`config.mk`:
```
export PLATFORM = sky130hd
export DESIGN_NAME = smb_reg_slave
export DESIGN_NICKNAME = d
export VERILOG_FILES = /design/src/rtl/smb_pkg.sv /design/src/rtl/smb_line_sync.sv /design/src/rtl/smb_reg_bank.sv /design/src/rtl/smb_reg_slave.sv
export SDC_FILE = /design/constraint.sdc
export NUM_CORES = 1
export LEC_CHECK = 0
export ABC_AREA = 1
export ABC_CLOCK_PERIOD_IN_PS = 2000
export BUFFER_PORTS_ARGS = -buffer_cell sky130_fd_sc_hd__buf_2
export CELL_PAD_IN_SITES_DETAIL_PLACEMENT = 1
export CELL_PAD_IN_SITES_GLOBAL_PLACEMENT = 2
export CORE_MARGIN = 2
export CORE_UTILIZATION = 34
export DETAILED_ROUTE_END_ITERATION = 8
export GPL_ROUTABILITY_DRIVEN = 0
export PLACE_DENSITY = 0.77
export REMOVE_ABC_BUFFERS = 1
export SKIP_CTS_REPAIR_TIMING = 1
export SLEW_MARGIN = 20
export SYNTH_ARGS = -nofsm -noshare
export SYNTH_HDL_FRONTEND = slang
export SYNTH_SLANG_ARGS = --single-unit
```
`constraint.sdc`:
```
create_clock -name clk -period 2 [get_ports clk]
set_input_delay 0.1 -clock clk [delete_from_list [all_inputs] [get_ports clk]]
set_output_delay 0.1 -clock clk [all_outputs]
set_load 0.03 [all_outputs]
```
`src/rtl/smb_pkg.sv`:
```
package smb_pkg;

    localparam int BYTE_W    = 8;
    localparam int BITCNT_W  = 4;

    typedef enum logic [2:0] {
        PH_IDLE,
        PH_ADDR,
        PH_CMD,
        PH_COUNT,
        PH_WDATA,
        PH_TX,
        PH_IGNORE
    } phase_t;

    typedef struct packed {
        logic [6:0] ptr;
        logic       count_due;
    } xfer_t;

    function automatic logic addr_hit(input logic [7:0] b, input logic [6:0] dev);
        return b[7:1] == dev;
    endfunction

    function automatic logic in_bank(input logic [6:0] p, input int n);
        return int'(p) < n;
    endfunction

endpackage

```
`src/rtl/smb_line_sync.sv`:
```
module smb_line_sync #(
    parameter int WIDTH  = 2,
    parameter int STAGES = 2
) (
    input  logic             clk,
    input  logic             rst,
    input  logic [WIDTH-1:0] din,
    output logic [WIDTH-1:0] level,
    output logic [WIDTH-1:0] rise,
    output logic [WIDTH-1:0] fall
);
    logic [WIDTH-1:0] stg [STAGES];
    logic [WIDTH-1:0] prev_q;

    for (genvar s = 0; s < STAGES; s++) begin : g_stage
        always_ff @(posedge clk) begin
            if (rst)
                stg[s] <= '1;
            else if (s == 0)
                stg[s] <= din;
            else
                stg[s] <= stg[(s == 0) ? 0 : s-1];
        end
    end

    always_ff @(posedge clk) begin
        if (rst) prev_q <= '1;
        else     prev_q <= level;
    end

    assign level = stg[STAGES-1];
    assign rise  = level & ~prev_q;
    assign fall  = ~level & prev_q;

endmodule

```
`src/rtl/smb_reg_bank.sv`:
```
module smb_reg_bank #(
    parameter int          NUM_REGS  = 16,
    parameter logic [7:0]  RESET_VAL = 8'h00,
    localparam int         AW        = $clog2(NUM_REGS)
) (
    input  logic          clk,
    input  logic          rst,
    input  logic          wr_en,
    input  logic [AW-1:0] wr_addr,
    input  logic [7:0]    wr_data,
    input  logic [AW-1:0] ra_addr,
    output logic [7:0]    ra_data,
    input  logic [AW-1:0] rb_addr,
    output logic [7:0]    rb_data
);
    logic [7:0] mem [NUM_REGS];

    for (genvar g = 0; g < NUM_REGS; g++) begin : g_reg
        always_ff @(posedge clk) begin
            if (rst)
                mem[g] <= RESET_VAL;
            else if (wr_en && int'(wr_addr) == g)
                mem[g] <= wr_data;
        end
    end

    assign ra_data = mem[ra_addr];
    assign rb_data = mem[rb_addr];

    // a strobed byte is stored at the strobed index
    a_r3_write_lands: assert property (@(posedge clk) disable iff (rst)
        wr_en |=> mem[$past(wr_addr)] == $past(wr_data));

endmodule

```
`src/rtl/smb_reg_slave.sv`:
```
module smb_reg_slave
    import smb_pkg::*;
#(
    parameter int          NUM_REGS    = 16,
    parameter logic [6:0]  DEV_ADDR    = 7'h69,
    parameter int          SYNC_STAGES = 2,
    parameter logic [7:0]  RESET_VAL   = 8'h00,
    localparam int         AW          = $clog2(NUM_REGS)
) (
    input  logic          clk,
    input  logic          rst,
    input  logic          scl_in,
    input  logic          sda_in,
    output logic          sda_oe,
    output logic          reg_wr_en,
    output logic [AW-1:0] reg_wr_addr,
    output logic [7:0]    reg_wr_data,
    input  logic [AW-1:0] rd_addr,
    output logic [7:0]    rd_data
);
    localparam logic [7:0] COUNT_BYTE = 8'(NUM_REGS);

    logic [1:0] lvl, rs, fl;
    logic       scl_s, sda_s, scl_rise, scl_fall, start_ev, stop_ev;

    smb_line_sync #(.WIDTH(2), .STAGES(SYNC_STAGES)) u_sync (
        .clk   (clk),
        .rst   (rst),
        .din   ({scl_in, sda_in}),
        .level (lvl),
        .rise  (rs),
        .fall  (fl)
    );

    assign scl_s    = lvl[1];
    assign sda_s    = lvl[0];
    assign scl_rise = rs[1];
    assign scl_fall = fl[1];
    assign start_ev = fl[0] & scl_s;
    assign stop_ev  = rs[0] & scl_s;

    phase_t               phase, next_ph;
    xfer_t                ctx;
    logic [BITCNT_W-1:0]  bit_cnt;
    logic                 in_ack, mack;
    logic [7:0]           shreg, tx_sh, tx_rd, tx_byte;

    smb_reg_bank #(.NUM_REGS(NUM_REGS), .RESET_VAL(RESET_VAL)) u_bank (
        .clk     (clk),
        .rst     (rst),
        .wr_en   (reg_wr_en),
        .wr_addr (reg_wr_addr),
        .wr_data (reg_wr_data),
        .ra_addr (ctx.ptr[AW-1:0]),
        .ra_data (tx_rd),
        .rb_addr (rd_addr),
        .rb_data (rd_data)
    );

    always_comb begin
        if (ctx.count_due)                 tx_byte = COUNT_BYTE;
        else if (in_bank(ctx.ptr, NUM_REGS)) tx_byte = tx_rd;
        else                               tx_byte = 8'h00;
    end

    always_ff @(posedge clk) begin
        if (rst) begin
            phase       <= PH_IDLE;
            next_ph     <= PH_IDLE;
            ctx         <= '0;
            bit_cnt     <= '0;
            in_ack      <= 1'b0;
            mack        <= 1'b1;
            sda_oe      <= 1'b0;
            shreg       <= '0;
            tx_sh       <= '0;
            reg_wr_en   <= 1'b0;
            reg_wr_addr <= '0;
            reg_wr_data <= '0;
        end else begin
            reg_wr_en <= 1'b0;
            if (start_ev) begin
                phase   <= PH_ADDR;
                bit_cnt <= '0;
                in_ack  <= 1'b0;
                sda_oe  <= 1'b0;
            end else if (stop_ev) begin
                phase   <= PH_IDLE;
                bit_cnt <= '0;
                in_ack  <= 1'b0;
                sda_oe  <= 1'b0;
            end else begin
                case (phase)
                    PH_ADDR, PH_CMD, PH_COUNT, PH_WDATA: begin
                        if (scl_rise && !in_ack) begin
                            shreg   <= {shreg[6:0], sda_s};
                            bit_cnt <= bit_cnt + 1'b1;
                        end else if (scl_fall && !in_ack && bit_cnt == 4'd8) begin
                            in_ack <= 1'b1;
                            case (phase)
                                PH_ADDR: begin
                                    if (addr_hit(shreg, DEV_ADDR)) begin
                                        sda_oe  <= 1'b1;
                                        next_ph <= shreg[0] ? PH_TX : PH_CMD;
                                    end else begin
                                        phase <= PH_IGNORE;
                                    end
                                end
                                PH_CMD: begin
                                    sda_oe        <= 1'b1;
                                    ctx.ptr       <= shreg[7] ? shreg[6:0] : 7'd0;
                                    ctx.count_due <= ~shreg[7];
                                    next_ph       <= shreg[7] ? PH_WDATA : PH_COUNT;
                                end
                                PH_COUNT: begin
                                    sda_oe  <= 1'b1;
                                    next_ph <= PH_WDATA;
                                end
                                default: begin
                                    sda_oe  <= 1'b1;
                                    next_ph <= PH_WDATA;
                                    ctx.ptr <= ctx.ptr + 1'b1;
                                    if (in_bank(ctx.ptr, NUM_REGS)) begin
                                        reg_wr_en   <= 1'b1;
                                        reg_wr_addr <= ctx.ptr[AW-1:0];
                                        reg_wr_data <= shreg;
                                    end
                                end
                            endcase
                        end else if (scl_fall && in_ack) begin
                            in_ack  <= 1'b0;
                            bit_cnt <= '0;
                            phase   <= next_ph;
                            if (next_ph == PH_TX) begin
                                tx_sh  <= tx_byte;
                                sda_oe <= ~tx_byte[7];
                                if (ctx.count_due) ctx.count_due <= 1'b0;
                                else               ctx.ptr <= ctx.ptr + 1'b1;
                            end else begin
                                sda_oe <= 1'b0;
                            end
                        end
                    end
                    PH_TX: begin
                        if (scl_rise && in_ack) begin
                            mack <= sda_s;
                        end else if (scl_fall && !in_ack) begin
                            if (bit_cnt == 4'd7) begin
                                in_ack  <= 1'b1;
                                sda_oe  <= 1'b0;
                                bit_cnt <= 4'd8;
                            end else begin
                                bit_cnt <= bit_cnt + 1'b1;
                                tx_sh   <= {tx_sh[6:0], 1'b0};
                                sda_oe  <= ~tx_sh[6];
                            end
                        end else if (scl_fall && in_ack) begin
                            in_ack  <= 1'b0;
                            bit_cnt <= '0;
                            if (!mack) begin
                                tx_sh  <= tx_byte;
                                sda_oe <= ~tx_byte[7];
                                if (ctx.count_due) ctx.count_due <= 1'b0;
                                else               ctx.ptr <= ctx.ptr + 1'b1;
                            end else begin
                                phase  <= PH_IGNORE;
                                sda_oe <= 1'b0;
                            end
                        end
                    end
                    default: ;
                endcase
            end
        end
    end

    // reset leaves the bus released and no strobe pending
    a_r1_reset_quiet: assert property (@(posedge clk)
        rst |=> (!sda_oe && !reg_wr_en));

    // the slave starts pulling SDA only while synchronized SCL is low
    a_r9_drive_on_low: assert property (@(posedge clk) disable iff (rst)
        $rose(sda_oe) |-> !scl_s);

    // a slave that is ignoring the bus never drives it
    a_r2_ignore_released: assert property (@(posedge clk) disable iff (rst)
        (phase == PH_IGNORE) |-> !sda_oe);

    // each data byte yields a single-cycle strobe
    a_r3_single_strobe: assert property (@(posedge clk) disable iff (rst)
        reg_wr_en |=> !reg_wr_en);

    // strobes only come from received data bytes, never while transmitting
    a_r8_no_strobe_in_tx: assert property (@(posedge clk) disable iff (rst)
        (phase == PH_TX) |-> !reg_wr_en);

endmodule

```
==> results.cfg <==
[clock_network]
htreeDepth = 4
cts_tree = built
clock_latency_ps = 450
cts_buffers = 17
cts_buffer_depth = 2
clkTransAtPathRegs_ps = 80
clockRootBuffer = clkbuf_16
clock_sinks = 187

[routing]
num_vias = 9227
vias_per_cell = 5.48
wirelength_um = 35600
drt-wirelength-per-cell_um = 21.1
first_iter_violations = 753
dr.pass1.iters = 5
drc = 0
ant_nets = 0

[pwr]
p_total_mw = 12.4
vdd_ir_drop_max_mv = 0.442
p_per_area_nw_per_um2 = 1070
leakage_nw = 4.34

[hold_path]
worstHoldPathType = in -> reg
hold_depth = 4
worstHoldStart = rst
whs_endpoint = u_sync.prev_q[0]

[layout]
finalInstanceArea_um2 = 11600
mostFrequentLayoutCells = nor2_1, nand2_1, o21ai_0, edfxtp_1, nand3_1
nets = 1299
n_antenna_cell = 0
syn_to_final_growth_pct = 16.8
layout_commonest_cell = nor2_1
fin_util_pct = 40.3
drive_gt1_share_pct = 14.0
finalNonFillerCells = 1685

[die]
die_h_um = 175
coreArea_um2 = 28700
start_util_pct = 34.5
ioPinCount = 30
num_rows = 62
die_w_um = 175
dieArea_um2 = 30500

[synth]
synth-simple-area-share_pct = 23.9
synth-compound-area-share_pct = 17.3
synth_top_area_share_pct = 38.8
synthCells = 1231
ys_seq_area_share_pct = 50.7
synth_fa_ha_area_share_pct = 0.379
synth_xor_area_share_pct = 0.530
synth_area_leaders = edfxtp_1, dfxtp_1, nor2_1
synth.largest_area_cell = edfxtp_1
synth_area_per_cell_um2 = 8.05
syn_area_um2 = 9910
synth_top_family_by_area = simple AND/OR/NAND/NOR gates
synth_seq_cells = 187
synthMuxAreaShare_pct = 0
yosys_warnings = 0
synth_cell_type_count = 39

[placement]
post-place-ws_ps = 76.7
hpwl_um = 24400
port-buffer-count = 29
dpl_cell_area_um2 = 10900
dp_cells = 1643

[critical_path]
rrSetupSlack_ps = 70
endpoint_kind = output port
required_ps = 1900
worst-setup-path-type = reg -> out
cp_data_arrival_time_ps = 1840
startpoint = u_bank.mem[5][2]
cp_max_fo = 2
reg2regPathDepth = 5
rr_endpoint = u_bank.mem[13][7]
start_kind = flop
timing.rr.start = reg_wr_addr[3]

[timing]
slew_violations = 0
timing.final.crit_share_pct = 97.2
finalSetupTns_ps = 0
fin_skew_ps = 10.3
worst_slack_ps = 55.3
tightestPinTransition_ps = 568
rsz0062_at_grt = true
whs_ps = 96.6
max_freq_mhz = 514
setup_viol = 0
max_slew_margin_pct = 62.0
final-hold-violation-count = 0
fin_crit_ps = 1940

[grt]
grt_use_total_pct = 23.6
grt_pass1_vias = 8988
grt-ovfl-total = 0
grt_pass1_wl_um = 54700
grt_max_degree = 59
antenna_found_initial = 0

[outcome]
outcome = completed

[run]
maxCapViolations = 0
[worst max-delay path, cell delays in order, from the launching register on]
cell,delay [ps]
edfxtp_1,380
o21ai_0,110
o221ai_1,330
buf_4,190
nand3_1,90
nand2_1,100
buf_2,190
[where the power goes]
part | internal (mW) | switching [mW]
clock network | 1.79 | 1.76
logic | 1.44 | 2.76
registers | 4.38 | 0.246
[Yosys cell counts]
cell type,n
o221ai_1,17
o22ai_1,9
a22oi_1,1
nand3b_1,1
a211oi_1,12
nor2_8,1
nand2_2,3
nand4_4,1
o21ai_2,2
nand4_1,9
xor2_1,6
clkbuf_1,50
nor3_1,7
a31oi_1,4
clkinv_1,9
buf_4,1
clkinv_2,1
o21ai_0,130
inv_1,92
nor2_4,6
buf_2,17
a21oi_1,87
dfxtp_1,59
nand3_1,104
inv_2,10
o311ai_0,1
nand3_2,3
o211ai_1,21
buf_1,3
nor2_1,224
edfxtp_1,128
nand2_1,185
or2_2,6
a32oi_1,5
a22o_1,1
ha_1,3
nand2_4,2
o21ai_1,6
o31ai_1,4
[final cells by class]
cell class	count	area (um2)
multi-input combinational	862	4200
clock inverter	15	174
clock buffer	17	425
timing repair buffer	108	846
tap	384	480
inverter	112	422
sequential	187	5030
fill	3483	17100
[kinds of logic (layout without fill, tap and decap cells)]
group | after synthesis | in the layout
compound gates | 300 | 300
simple gates | 552 | 553
xor+xnor | 6 | 6
fa+ha+maj | 3 | 3
flops | 187 | 187
buf+inv | 183 | 252
[state kept, by name, indices dropped and copies added (netlist names), 4 cells and up, named ones only]
name and flops:
reg_wr_data 8, bit_cnt 4, ctx 8, reg_wr_addr 4
u_bank.mem 128, u_sync.stg 4, shreg 8, tx_sh 7
[per-layer routing]
metal  GRT usage (%)  vias up  part of all wire [%]
met3            2.74       33                   4.5
li1                -     4337                     -
met5               0        -                     0
met1            33.9     4626                    47
met4            6.39        0                   1.7
met2            37.7      231                    47
[worst max path at each step]
stage	endpoint	depth (start not counted)
6_report	rd_data[2]	6
5_1_grt	phase[0]	10
4_1_cts	rd_data[5]	7
3_5_place_dp	ctx[7]	13
3_3_place_gp	u_bank.mem[12][7]	5
2_1_floorplan	tx_sh[0]	7
(Power assumes the default switching activity.)
